--- src/rtl/ustep_seq.sv ---
module ustep_seq #(
  parameter int STEPS = 16,
  parameter int FETCH_STEP = 3,
  localparam int SW = $clog2(STEPS),
  localparam int HALF = STEPS / 2
) (
  input  logic          clk,
  input  logic          rst,
  input  logic          step_en,
  input  logic          next_fetch,
  input  logic          run_req,
  input  logic [7:0]    ir,
  input  logic [3:0]    cc,
  output logic [SW-1:0] step_idx,
  output logic [STEPS-1:0] step_word,
  output logic [15:0]   cond_vec,
  output logic          ext_op,
  output logic [7:0]    status,
  output logic          busy
);
  localparam logic [SW-1:0] FETCH = SW'(FETCH_STEP);
  localparam logic [SW-1:0] LAST  = SW'(STEPS - 1);

  logic [SW-1:0] q, q_nx;
  logic          adv;
  logic          fn, fz, fv, fc;

  assign adv  = step_en | busy | run_req;
  assign q_nx = next_fetch ? FETCH : (q == LAST) ? '0 : q + 1'b1;

  always_ff @(posedge clk) begin
    if (rst) begin
      q    <= '0;
      busy <= 1'b0;
    end else if (adv) begin
      q <= q_nx;
      if (busy | run_req) busy <= (q_nx != FETCH);
    end
  end

  assign step_idx = q;

  genvar k;
  generate
    for (k = 0; k < STEPS; k++) begin : g_word
      localparam int SLOT = (k < HALF) ? k + HALF : k - HALF;
      assign step_word[SLOT] = (q == SW'(k));
    end
  endgenerate

  assign {fn, fz, fv, fc} = cc;

  assign cond_vec = {~((fn ^ fv) | fz), (fn ^ fv) | fz,
                     ~(fn ^ fv), fn ^ fv,
                     ~(fc | fv), fc | fv,
                     ~fc, fc, ~fv, fv, ~fn, fn, ~fz, fz,
                     1'b0, 1'b1};

  logic [3:0] op_hit;
  always_comb begin
    case (ir)
      8'h03:   op_hit = 4'b0001;
      8'h04:   op_hit = 4'b0010;
      8'hDF:   op_hit = 4'b0100;
      8'hEF:   op_hit = 4'b1000;
      default: op_hit = 4'b0000;
    endcase
  end

  assign ext_op = (q > FETCH) && (op_hit != 4'b0000);
  assign status = {fz, fn, fv, fc, op_hit};
endmodule


--- config.mk ---
export PLATFORM = sky130hd
export DESIGN_NAME = ustep_seq
export DESIGN_NICKNAME = d
export VERILOG_FILES = /design/src/rtl/ustep_seq.sv
export SDC_FILE = /design/constraint.sdc
export NUM_CORES = 1
export LEC_CHECK = 0
export ABC_AREA = 1
export ABC_CLOCK_PERIOD_IN_PS = 1700
export BUFFER_PORTS_ARGS = -buffer_cell sky130_fd_sc_hd__buf_4
export CAP_MARGIN = 20
export CORE_AREA = 3 3 48 50
export CTS_CLUSTER_DIAMETER = 40
export DETAILED_ROUTE_END_ITERATION = 10
export DIE_AREA = 0 0 51 53
export GPL_TIMING_DRIVEN = 1
export PLACE_DENSITY = 0.88
export RECOVER_POWER = 50
export SETUP_SLACK_MARGIN = 0.15
export SLEW_MARGIN = 10
export SYNTH_ARGS = -nofsm -noshare
export SYNTH_HDL_FRONTEND = slang
export SYNTH_SLANG_ARGS = --single-unit
--- constraint.sdc ---
create_clock -name clk -period 1.7 [get_ports clk]
set_input_delay 0.17 -clock clk [delete_from_list [all_inputs] [get_ports clk]]
set_output_delay 0.17 -clock clk [all_outputs]
set_load 0.01 [all_outputs]
== Word level (Yosys, flattened, before mapping) ==
Index checks and enable logic that the tools add are counted.

* $add $sub $neg: 1
* Order comparisons: 1
* Equality and inequality tests: 20
* Multiplexer cells: 3
* Bitwise operators: 13
* Reductions and logical operators: 4

{| class="wikitable"
|+ Operators with widths
! kind !! count
|-
| $eq A4 B4 Y1 const B || 8
|-
| $eq A4 B3 Y1 const B || 4
|-
| $eq A8 B8 Y1 const B || 2
|-
| $pmux W4 S4 || 1
|-
| $eq A4 B2 Y1 const B || 2
|-
| $eq A8 B2 Y1 const B || 1
|-
| $eq A8 B3 Y1 const B || 1
|-
| $mux W4 || 2
|-
| $not A1 Y1 || 7
|-
| $or A1 B1 Y1 || 5
|-
| $add A4 B1 Y4 const B || 1
|-
| $eq A4 B1 Y1 const B || 1
|-
| $gt A4 B2 Y1 const B || 1
|-
| $logic_not A4 Y1 || 1
|-
| $ne A4 B2 Y1 const B || 1
|-
| $reduce_bool A4 Y1 || 1
|-
| $reduce_and A2 Y1 || 1
|-
| $logic_and A1 B1 Y1 || 1
|-
| $xor A1 B1 Y1 || 1
|}

* Flip-flop bits (word level): 5
* Input bits: 17
* Output and inout port bits: 46
* Word-level logic and storage cells: 44

== Logic depth before layout (Yosys ltp) ==
Gate-level depths: netlist of the first run.

* Depth in word-level cells: 4
* Gate-level depth with buffers: 8
* Gate-level depth less buffers: 8

== Least setup slack after synthesis of the first run ==
No wires, ideal clock.

* Path type: register -> register
* From: register q[0], in the netlist step_idx[0]
* To: register q[1], in the netlist step_idx[1]
* Library setup time: 119 ps
* Arrival time: 1310 ps
* Data required time: 1581 ps
* Setup slack: 271 ps
* Cell stages (with the launch flop): 6
* Buffers on the path: 0
* Clock period less this slack: 1429 ps
* Cell sequence: dfxtp_1 inv_1 ha_1 or2_2 o21ai_0 a21oi_1

* Longest elaborated chain between the ends: 3
* Elaborated cells on any way between the ends: 4
* Those cells by class: add/sub: 1; eq/ne: 1; mux: 2

{| class="wikitable"
|+ RTL lines
! item !! RTL line !! RTL
|-
| start, declared || 24 || <nowiki>logic [SW-1:0] q, q_nx;</nowiki>
|-
| start signal, assigned || 36 || <nowiki>q <= q_nx;</nowiki>
|-
| $add A4 B1 Y4 or $eq A4 B4 Y1 (tied branches) || 29 || <nowiki>assign q_nx = next_fetch ? FETCH : (q == LAST) ? '0 : q + 1'b1;</nowiki>
|-
| $mux W4 (*) (2 in a row) || 29 ||
|}

Mark *: on every way between the ends. The rest lies on a longest branch, timed or not.
A chain may end at the register's enable or synchronous reset.

== Worst setup path in the final report of the first run ==
* From: register q[1], in the netlist step_idx[1]
* To: output port step_word[12]

* Longest elaborated chain between the ends: 1

{| class="wikitable"
|+ RTL lines
! item !! RTL line !! RTL
|-
| $eq A4 B3 Y1 || 47 || <nowiki>assign step_word[SLOT] = (q == SW'(k));</nowiki>
|-
| end, declared || 15 || <nowiki>output logic [STEPS-1:0] step_word,</nowiki>
|}

No other way between the ends.

==> results of run 1 <==
-- power breakdown --
group | switching, uW | leakage, uW | total, uW | internal, uW
logic | 124 | 0.000603 | 221 | 96.6
clock network | 54.9 | 0.0000150 | 144 | 89.1
registers | 18.2 | 0.0000416 | 147 | 129
-- logic make-up (layout without fill, tap and decap cells) --
group                      after synthesis  in the layout
buffers and inverters                   47             99
DFF                                      5              5
AOI/OAI and AO/OA                        7              7
and+or+nand+nor                         68             68
adders and majority gates                4              4
other                                    2              2
-- synthesized netlist by cell type (2+ instances only) --
cell / n / area [sq um]
sky130_fd_sc_hd__inv_1: 35 / 131.4
sky130_fd_sc_hd__nor2_1: 31 / 116.4
sky130_fd_sc_hd__nand2_1: 28 / 105.1
sky130_fd_sc_hd__buf_4: 10 / 75.07
sky130_fd_sc_hd__dfxtp_1: 5 / 100.1
sky130_fd_sc_hd__ha_1: 4 / 50.05
sky130_fd_sc_hd__nand3_1: 4 / 20.02
sky130_fd_sc_hd__o21ai_0: 4 / 20.02
sky130_fd_sc_hd__a21oi_1: 2 / 10.01
sky130_fd_sc_hd__buf_6: 2 / 22.52
sky130_fd_sc_hd__conb_1: 2 / 7.510
sky130_fd_sc_hd__nand3_2: 2 / 20.02
-- path summary, 6_finish.rpt --
kind | endpoint | slack, ns
setup / recovery | step_word[12] | 0.26
hold / removal | busy$_SDFFE_PP0P_ | 0.18
setup reg to reg | step_idx[1]$_SDFFE_PP0P_ | 0.30
hold reg to reg | busy$_SDFFE_PP0P_ | 0.55
-- sequential cells by signal, summed over array words and instances, names as in the netlist --
name	flops
step_idx	4
busy	1
-- metal layers --
metal  GRT usage, %  up-vias  wire [um]
met4          6.726        0         38
met5              0        -          0
met3          3.380        5        180
met1          13.64      365        760
li1               -      469          -
met2          25.54       35        927
-- layout make-up --
type                       instances  area [sq um]  area share, %
inverter                          35         131.4          12.71
sequential                         5         101.3          9.806
timing repair buffer              60         367.9          35.59
multi-input combinational         81         372.9          36.08
clock buffer                       4         26.28          2.542
tap                               27         33.78          3.269
-- worst register-to-register path, cell delays in order (launching register included) --
cell and delay (ns):
sky130_fd_sc_hd__dfxtp_1 0.42, sky130_fd_sc_hd__inv_1 0.11, sky130_fd_sc_hd__ha_1 0.27, sky130_fd_sc_hd__or2_2 0.28, sky130_fd_sc_hd__o21ai_0 0.16, sky130_fd_sc_hd__a21oi_1 0.06
-- repair_timing --
item                                    4_1_cts  5_1_grt
buffers inserted                              0        0
endpoints found under the setup margin        0        9
gates resized for setup                       0        2
-- metrics by stage --
step,hold WS [ns],power (uW)
2_1_floorplan,0.3373,285.8
3_3_place_gp,0.4386,388.7
3_5_place_dp,0.4504,392.4
4_1_cts,0.1848,539.4
5_1_grt,0.2138,557.0
6_report,0.1827,511.7
==> results.json, run 1 <==
{
  "outcome": "complete, no violations",
  "count_of_pins_over_their_slew_limit": 0,
  "insertion_delay_ns": 0.25,
  "clockRootBuffer": "sky130_fd_sc_hd__clkbuf_4",
  "power_leakage_uw": 0.0006601,
  "largest_net_degree_at_the_start_of_global_routing": 11,
  "dr.first_iter.drc_count": 18,
  "ys_async_sr_fraction_pct": 0,
  "grt_first_pass_wirelength_um": 2815,
  "critical_path.cell_chain": "inv_1 > ha_1 > inv_1 > nor2_1 > buf_4",
  "tritoncts": "done",
  "critPathLaunch": "step_idx[1]$_SDFFE_PP0P_",
  "synth_seq_cells": 5,
  "timing.final.crit_period_ns": 1.436,
  "worst-path-buf-inv": 3,
  "nNetsFinal": 207,
  "post_synth_inst_count": 133,
  "ys_dominant_reg_cell": "sky130_fd_sc_hd__dfxtp_1",
  "synth_top_family_by_area": "simple AND/OR/NAND/NOR gates",
  "rr_startpoint": "step_idx[1]$_SDFFE_PP0P_",
  "fin_tns_setup_ns": 0,
  "worst_hold_path.num_cells": 3,
  "yosysWarnings": 0,
  "power_per_cell_area_nw_per_um2": 495.1,
  "post_cts_hold_buffer_count": 0,
  "critPathLaunchType": "register",
  "setup_viol": 0,
  "top_level_ports": 63,
  "worst-setup-path-type": "reg -> out",
  "peakVddDrop_mv": 0.3080,
  "worst_setup_hold_path_clk_slew_ns": 0.05,
  "clock.fmax_mhz": 696.3,
  "mostFrequentLayoutCell": "sky130_fd_sc_hd__buf_4",
  "final_design_instance_area_without_fill_sq_um": 1033,
  "synthesized_net_count": 154,
  "drcViolationCount": 0,
  "critical_path.endpoint_type": "primary output",
  "drive_gt1_share_pct": 24.86,
  "timing.critical_path.arrival_ns": 1.27,
  "antenna_violating_nets_post_route": 0,
  "finalHoldViolations": 0,
  "dieWidth_um": 51,
  "cts-root-to-sink-buffers": 2,
  "crit_path_max_fo": 6,
  "synth-simple-area-share_pct": 39.93,
  "final.fill_count": 242,
  "via_count_of_the_first_global_routing_pass": 707,
  "yosysSeqAreaShare_pct": 14.26,
  "place_hpwl_um": 1635,
  "complex_gate_fraction_of_the_synthesized_area_pct": 4.991,
  "critical_path.top_delay_family": "flip-flops",
  "design.core.area_sq_um": 1942,
  "critPathRequiredTime_ns": 1.53,
  "worst_path_setup_slack_after_routing_ns": 0.2639,
  "cp_num_cells": 5,
  "leading_cell_types_in_the_layout_fill_and_taps_excluded": "38 x sky130_fd_sc_hd__buf_4, 35 x sky130_fd_sc_hd__inv_1, 31 x sky130_fd_sc_hd__nor2_1",
  "rows": 16,
  "average_size_of_a_mapped_cell_sq_um": 5.278,
  "final_min_period_over_clock_period_pct": 84.48,
  "overall_routing_resource_usage_pct": 13.51,
  "place_area_sq_um": 1089,
  "post_synth_mux_area_share_pct": 0,
  "cts-htree-levels": 1,
  "cts.sink_count": 5,
  "crit_top_cell": "sky130_fd_sc_hd__inv_1",
  "synth-adder-area-share_pct": 7.130,
  "cts_made_buffers": 3,
  "number_of_enable_flip_flop_cells_after_synthesis": 0,
  "detailedPlace.worstSlack_ns": 0.2527,
  "number_of_iterations_in_the_first_detailed_routing_pass": 4,
  "maxCapViolations": 0,
  "post-place-cells": 208,
  "wirelength_um": 1907,
  "initial_utilization_pct": 36.15,
  "final_core_util_pct": 53.22,
  "synth_xor_xnor_area_share_pct": 0,
  "detail_route.vias_per_cell": 4.123,
  "antenna_found_initial": 0,
  "total_global_routing_overflow": 0,
  "cp_slowest_stage_delay_ns": 0.42,
  "r2r_cells": 5,
  "timing.hold.worst.start": "run_req",
  "rsz_0062_raised_after_global_routing": "no",
  "skew_ns": 0.007108,
  "layout.cells.non_filler": 212,
  "dr_wl_cell_um": 8.995,
  "routabilityCongestion": 0.7862,
  "io_buffers": 60,
  "area_growth_pct": 47.24,
  "dieArea_sq_um": 2703,
  "vias": 874,
  "antenna_cells": 0,
  "post_synth_num_cell_types": 16,
  "cpMaxStageDelayCell": "sky130_fd_sc_hd__dfxtp_1",
  "post_synth_design_cell_area_sq_um": 701.9,
  "die_y_um": 53,
  "worst_hold_path_type": "in -> reg"
}
Note: power is estimated with default switching activity, not from simulation.
==> run 2: changes to the inputs <==
--- a/config.mk
+++ b/config.mk
@@ -6,15 +6,15 @@
 export NUM_CORES = 1
 export LEC_CHECK = 0
 export ABC_AREA = 1
-export ABC_CLOCK_PERIOD_IN_PS = 1700
+export ABC_CLOCK_PERIOD_IN_PS = 1300
 export BUFFER_PORTS_ARGS = -buffer_cell sky130_fd_sc_hd__buf_4
 export CAP_MARGIN = 20
-export CORE_AREA = 3 3 48 50
+export CORE_AREA = 3 3 51 53
 export CTS_CLUSTER_DIAMETER = 40
 export DETAILED_ROUTE_END_ITERATION = 10
-export DIE_AREA = 0 0 51 53
+export DIE_AREA = 0 0 54 56
 export GPL_TIMING_DRIVEN = 1
-export PLACE_DENSITY = 0.88
+export PLACE_DENSITY = 0.82
 export RECOVER_POWER = 50
 export SETUP_SLACK_MARGIN = 0.15
 export SLEW_MARGIN = 10
==> constraint.sdc (replaced) <==
create_clock -name clk -period 1.3 [get_ports clk]
set_input_delay 0.13 -clock clk [delete_from_list [all_inputs] [get_ports clk]]
set_output_delay 0.13 -clock clk [all_outputs]
set_load 0.01 [all_outputs]
==> results.json, run 2 (synthesis results as in run 1) <==
{
  "finalHoldViolations": 0,
  "via_count_of_the_first_global_routing_pass": 824,
  "critical_path.cell_chain": "inv_4 > ha_4 > inv_6 > nor2_2 > buf_4",
  "place_hpwl_um": 1743,
  "detail_route.vias_per_cell": 4.338,
  "critPathRequiredTime_ns": 1.17,
  "dieArea_sq_um": 3024,
  "die_y_um": 56,
  "power_per_cell_area_nw_per_um2": 642.4,
  "cp_slowest_stage_delay_ns": 0.40,
  "rsz_0062_raised_after_global_routing": "yes",
  "combPwrFrac_pct": 51.6,
  "wirelength_um": 2484,
  "top_level_ports": 63,
  "overall_routing_resource_usage_pct": 15.54,
  "number_of_iterations_in_the_first_detailed_routing_pass": 4,
  "clockRootBuffer": "sky130_fd_sc_hd__clkbuf_4",
  "setup_viol": 0,
  "grt_first_pass_wirelength_um": 3546,
  "crit_path_max_fo": 5,
  "mostFrequentLayoutCell": "sky130_fd_sc_hd__buf_4",
  "peakVddDrop_mv": 0.4746,
  "dieWidth_um": 54,
  "leading_cell_types_in_the_layout_fill_and_taps_excluded": "41 x sky130_fd_sc_hd__buf_4, 27 x sky130_fd_sc_hd__inv_1, 23 x sky130_fd_sc_hd__nand2_1",
  "critical_path.top_delay_family": "flip-flops",
  "nNetsFinal": 213,
  "rows": 17,
  "critical_path.endpoint_type": "primary output",
  "power_switching_share_pct": 40.96,
  "initial_utilization_pct": 32.04,
  "vias": 950,
  "power_leakage_uw": 0.0007001,
  "worst_hold_path_type": "in -> reg",
  "io_buffers": 60,
  "worst_setup_hold_path_clk_slew_ns": 0.04,
  "count_of_pins_over_their_slew_limit": 0,
  "largest_net_degree_at_the_start_of_global_routing": 11,
  "skew_ns": 0.001013,
  "worst-setup-path-type": "reg -> out",
  "cts-root-to-sink-buffers": 2,
  "design_power_total_uw": 805.4,
  "tritoncts": "done",
  "maxCapViolations": 0,
  "final-seq-area_sq_um": 115.1,
  "antenna_cells": 0,
  "insertion_delay_ns": 0.25,
  "power_report.internal_total_uw": 475.5,
  "power.net_switching_uw": 329.9,
  "critPathLaunchType": "register",
  "total_global_routing_overflow": 0,
  "drive_gt1_share_pct": 45.55,
  "dr_wl_cell_um": 11.34,
  "clock_power_share_pct": 23.2,
  "routabilityCongestion": 0.8101,
  "final.fill_count": 212,
  "outcome": "complete, no violations",
  "post_cts_hold_buffer_count": 0,
  "power.sequential.fraction_pct": 25.2,
  "area_growth_pct": 78.61,
  "detailedPlace.worstSlack_ns": 0.07852,
  "final_min_period_over_clock_period_pct": 96.98,
  "drcViolationCount": 0,
  "flip_flop_count_of_the_largest_register_after_layout": 4,
  "worst-path-buf-inv": 3,
  "worst_path_setup_slack_after_routing_ns": 0.03932,
  "antenna_violating_nets_post_route": 0,
  "cts-htree-levels": 1,
  "antenna_found_initial": 0,
  "cts_made_buffers": 3,
  "multi_input_comb_area_sq_um": 496.7,
  "timing.final.crit_period_ns": 1.261,
  "hold-worst-slack_ns": 0.1510,
  "design.core.area_sq_um": 2191,
  "cpMaxStageDelayCell": "sky130_fd_sc_hd__dfxtp_4",
  "clock.fmax_mhz": 793.2,
  "dr.first_iter.drc_count": 18,
  "timing.critical_path.arrival_ns": 1.13,
  "cts.sink_count": 5
}
## run 2: cell types whose count changed in the layout (fill, tap and decap cells not counted), sizes merged
cell    change
clkbuf      -1
buf         +7
## run 2: tightest hold or removal path, cell delays in order
cell and delay (ns):
sky130_fd_sc_hd__buf_4 0.08, sky130_fd_sc_hd__o21ai_0 0.07, sky130_fd_sc_hd__nor2_1 0.09
## run 2: area by class of cell
type	instances	share of cell area [%]
multi-input combinational	81	39.62
clock buffer	4	2.096
inverter	35	11.88
sequential	5	9.182
timing repair buffer	66	34.43
tap	28	2.794
## run 2: path summary, 6_finish.rpt
path | start | end | slack [ns] | depth (start not counted)
hold reg to reg | busy$_SDFFE_PP0P_ | busy$_SDFFE_PP0P_ | 0.57 | 2
setup / recovery | step_idx[0]$_SDFFE_PP0P_ | step_word[4] | 0.04 | 5
hold / removal | run_req | busy$_SDFFE_PP0P_ | 0.15 | 3
setup reg to reg | step_idx[0]$_SDFFE_PP0P_ | step_idx[1]$_SDFFE_PP0P_ | 0.09 | 5
## run 2: power by group through the flow
| stage | combinational (uW) | sequential, uW | clock, uW |
|---|---|---|---|
| 6_report | 416 | 203 | 187 |
| 5_1_grt | 453 | 206 | 204 |
| 4_1_cts | 398 | 199 | 190 |
| 3_5_place_dp | 328 | 196 | 0 |
| 3_3_place_gp | 322 | 196 | 0 |
| 2_1_floorplan | 187 | 193 | 0 |
## run 2: timing repair
action / 4_1_cts / 5_1_grt
buffers inserted: 5 / 1
gates resized for setup: 30 / 22
pin swaps: 14 / 5
endpoints found under the setup margin: 20 / 20
## run 2: routing by layer
metal / vias up / part of all wire (%) / track usage [%]
met5: - / 0 / 0
met3: 8 / 7.6 / 2.413
met2: 41 / 53 / 30.28
li1: 487 / - / -
met1: 414 / 38 / 16.00
met4: 0 / 1.4 / 4.270
## run 2: stage by stage
stage,setup TNS [ns],util [%],cell area [sq um],instances
after floorplan,0,-,711.9,133
after global placement,0,50.20,1100,209
after detailed placement,0,50.20,1100,209
after CTS,0,57.40,1257,218
after global routing,-0.01352,57.22,1254,219
final,0,57.22,1254,219
==> run 3: changes to the inputs <==
--- a/config.mk
+++ b/config.mk
@@ -5,16 +5,15 @@
 export SDC_FILE = /design/constraint.sdc
 export NUM_CORES = 1
 export LEC_CHECK = 0
-export ABC_AREA = 1
 export ABC_CLOCK_PERIOD_IN_PS = 1300
 export BUFFER_PORTS_ARGS = -buffer_cell sky130_fd_sc_hd__buf_4
 export CAP_MARGIN = 20
-export CORE_AREA = 3 3 51 53
+export CORE_AREA = 3 3 49 51
 export CTS_CLUSTER_DIAMETER = 40
 export DETAILED_ROUTE_END_ITERATION = 10
-export DIE_AREA = 0 0 54 56
+export DIE_AREA = 0 0 52 54
 export GPL_TIMING_DRIVEN = 1
-export PLACE_DENSITY = 0.82
+export PLACE_DENSITY = 0.84
 export RECOVER_POWER = 50
 export SETUP_SLACK_MARGIN = 0.15
 export SLEW_MARGIN = 10
==> results.json, run 3 <==
{
  "synth-simple-area-share_pct": 40.67,
  "cpMaxStageDelayCell": "sky130_fd_sc_hd__dfxtp_4",
  "final-seq-area_sq_um": 115.1,
  "worst-setup-path-type": "reg -> reg",
  "worst_hold_path_type": "in -> reg",
  "power.net_switching_uw": 263.6,
  "detailedPlace.worstSlack_ns": 0.03244,
  "critical_path.top_delay_family": "compound AO/OA/AOI/OAI gates",
  "largest_net_degree_at_the_start_of_global_routing": 9,
  "post_synth_inst_count": 89,
  "timing.rr.end": "step_idx[3]$_SDFFE_PP0P_",
  "yosysWarnings": 0,
  "initial_utilization_pct": 32.13,
  "synthesized_net_count": 110,
  "drcViolationCount": 0,
  "final_design_instance_area_without_fill_sq_um": 1328,
  "complex_gate_fraction_of_the_synthesized_area_pct": 11.39,
  "ys_dominant_reg_cell": "sky130_fd_sc_hd__dfxtp_1",
  "flip_flop_count_of_the_largest_register_after_layout": 4,
  "count_of_pins_over_their_slew_limit": 0,
  "place_hpwl_um": 1669,
  "post_synth_mux_area_share_pct": 0,
  "antenna_found_initial": 0,
  "clock.fmax_mhz": 745.0,
  "antenna_violating_nets_post_route": 0,
  "dr_wl_cell_um": 14.55,
  "post_synth_num_cell_types": 34,
  "timing.hold.worst.start": "rst",
  "maxCapViolations": 0,
  "critPathRequiredTime_ns": 1.43,
  "clock_power_share_pct": 25.7,
  "violations_in_the_final_reports": "setup timing",
  "setup_viol": 1,
  "synth_top_family_by_area": "simple AND/OR/NAND/NOR gates",
  "tritoncts": "done",
  "peakVddDrop_mv": 0.5585,
  "synth_xor_xnor_area_share_pct": 4.126,
  "cts_made_buffers": 3,
  "worst_setup_hold_path_clk_slew_ns": 0.04,
  "combPwrFrac_pct": 49.4,
  "power_report.internal_total_uw": 462.8,
  "post_cts_hold_buffer_count": 0,
  "rr_startpoint": "step_idx[0]$_SDFFE_PP0P_",
  "r2r_cells": 5,
  "outcome": "complete, but fails checks",
  "cts.sink_count": 5,
  "detail_route.vias_per_cell": 4.945,
  "final_min_period_over_clock_period_pct": 103.3,
  "via_count_of_the_first_global_routing_pass": 840,
  "number_of_iterations_in_the_first_detailed_routing_pass": 4,
  "place_area_sq_um": 1072,
  "io_buffers": 60,
  "drive_gt1_share_pct": 61.04,
  "number_of_enable_flip_flop_cells_after_synthesis": 0,
  "post_synth_design_cell_area_sq_um": 636.9,
  "finalHoldViolations": 0,
  "dieWidth_um": 52,
  "area_growth_pct": 108.4,
  "antenna_cells": 0,
  "rsz_0062_raised_after_global_routing": "yes",
  "power.sequential.fraction_pct": 25.0,
  "wirelength_um": 2633,
  "overall_routing_resource_usage_pct": 18.45,
  "timing.critical_path.arrival_ns": 1.47,
  "power_per_cell_area_nw_per_um2": 547.2,
  "critPathLaunchType": "register",
  "average_size_of_a_mapped_cell_sq_um": 7.156,
  "skew_ns": 0.002088,
  "cts-htree-levels": 1,
  "reg2reg_setup_slack_ns": -0.04,
  "routabilityCongestion": 0.8913,
  "nNetsFinal": 176,
  "min_delay_worst_endpoint": "step_idx[2]$_SDFFE_PP0P_",
  "rows": 16,
  "critical_path.endpoint_type": "register",
  "synth_top_cells_by_area": "sky130_fd_sc_hd__dfxtp_1 16%, sky130_fd_sc_hd__buf_4 12%, sky130_fd_sc_hd__and2_1 8.8%, sky130_fd_sc_hd__ha_1 7.9%, sky130_fd_sc_hd__inv_1 5.3%",
  "worst_hold_path.num_cells": 2,
  "multi_input_comb_area_sq_um": 563.0,
  "die_y_um": 54,
  "mostFrequentLayoutCell": "sky130_fd_sc_hd__buf_4",
  "worst_path_setup_slack_after_routing_ns": -0.04228,
  "leading_cell_types_in_the_layout_fill_and_taps_excluded": "40 x sky130_fd_sc_hd__buf_4, 18 x sky130_fd_sc_hd__clkbuf_1, 16 x sky130_fd_sc_hd__buf_6",
  "synth_top_area_cell": "sky130_fd_sc_hd__dfxtp_1",
  "cts-root-to-sink-buffers": 2,
  "crit_path_max_fo": 5,
  "worst-path-buf-inv": 2,
  "insertion_delay_ns": 0.25,
  "yosysMostFrequentCell": "sky130_fd_sc_hd__buf_4",
  "synth-adder-area-share_pct": 7.859,
  "cp_slowest_stage_delay_ns": 0.37,
  "synth_largest_type_area_fraction_pct": 15.72,
  "total_global_routing_overflow": 0,
  "design.core.area_sq_um": 1982,
  "critical_path.cell_chain": "buf_4 > buf_6 > and4b_1 > a311oi_1 > o41ai_1",
  "synth_seq_cells": 5,
  "timing.final.crit_period_ns": 1.342,
  "synth_top_cells_by_count": "10 x sky130_fd_sc_hd__buf_4, 9 x sky130_fd_sc_hd__and2_1, 9 x sky130_fd_sc_hd__inv_1",
  "final.fill_count": 168,
  "power_leakage_uw": 0.0006288,
  "yosysSeqAreaShare_pct": 15.72,
  "grt_first_pass_wirelength_um": 3795,
  "dieArea_sq_um": 2808,
  "clockRootBuffer": "sky130_fd_sc_hd__clkbuf_4",
  "top_level_ports": 63,
  "ys_async_sr_fraction_pct": 0,
  "dr.first_iter.drc_count": 7,
  "vias": 895,
  "power_switching_share_pct": 36.29
}
[run 3: metal layers]
metal	global-route usage, %	part of all wire (%)	wire [um]
met1	17.78	33	867
met2	35.36	52	1365
met3	3.601	11	299
met4	12.23	3.8	101
met5	0	0	0
[run 3: power groups by stage]
stage | combinational (uW) | clock [uW] | sequential [uW]
2_1_floorplan | 135 | 0 | 185
3_3_place_gp | 272 | 0 | 183
3_5_place_dp | 277 | 0 | 186
4_1_cts | 341 | 192 | 181
5_1_grt | 389 | 210 | 184
6_report | 359 | 186 | 181
[run 3: area by class of cell]
class | instances | share of cell area [%]
inverters | 10 | 3.393
flip-flops and latches | 5 | 8.671
well taps | 27 | 2.545
multi-input cells | 62 | 42.41
clock buffers | 4 | 1.979
repair buffers | 73 | 41.00
[run 3: worst register-to-register path: stages (launching register included)]
cell	delay, ns
sky130_fd_sc_hd__dfxtp_4	0.37
sky130_fd_sc_hd__buf_4	0.14
sky130_fd_sc_hd__buf_6	0.12
sky130_fd_sc_hd__and4b_1	0.19
sky130_fd_sc_hd__a311oi_1	0.30
sky130_fd_sc_hd__o41ai_1	0.11
[run 3: kinds of logic after synthesis]
kind of cell             after synthesis
adder cells (fa/ha/maj)                4
other                                  2
XOR/XNOR                               3
flip-flops                             5
buffers and inverters                 22
AND/OR/NAND/NOR                       42
AO/OA/AOI/OAI                         11
[run 3: stage by stage]
stage	power (uW)	util [%]	TNS, ns	instances	hold slack (ns)
final	726.4	66.98	-0.04228	181	0.07992
after global placement	455.9	54.10	0	166	0.3319
after floorplan	319.8	-	0	89	0.1930
after global routing	782.3	66.98	-0.3098	181	0.07678
after detailed placement	462.8	54.10	0	166	0.3425
after CTS	714.9	66.35	0	178	0.07868
[run 3: worst max path at each step]
stage / start / to / slack (ns) / depth (start not counted)
finish: step_idx[0]$_SDFFE_PP0P_ / step_idx[3]$_SDFFE_PP0P_ / -0.04 / 5
global route: step_idx[0]$_SDFFE_PP0P_ / step_idx[3]$_SDFFE_PP0P_ / -0.08 / 5
CTS: step_idx[1]$_SDFFE_PP0P_ / step_word[5] / 0.02 / 4
detailed placement: step_idx[0]$_SDFFE_PP0P_ / step_idx[2]$_SDFFE_PP0P_ / 0.03 / 4
global placement: step_idx[0]$_SDFFE_PP0P_ / step_idx[2]$_SDFFE_PP0P_ / 0.08 / 4
floorplan: step_idx[0]$_SDFFE_PP0P_ / step_idx[2]$_SDFFE_PP0P_ / 0.09 / 4
[run 3: timing repair]
item | CTS | global route
endpoints found under the setup margin | 21 | 20
gates cloned | 0 | 0
gates resized for setup | 43 | 12
pin swaps | 8 | 7
buffers inserted | 8 | 3
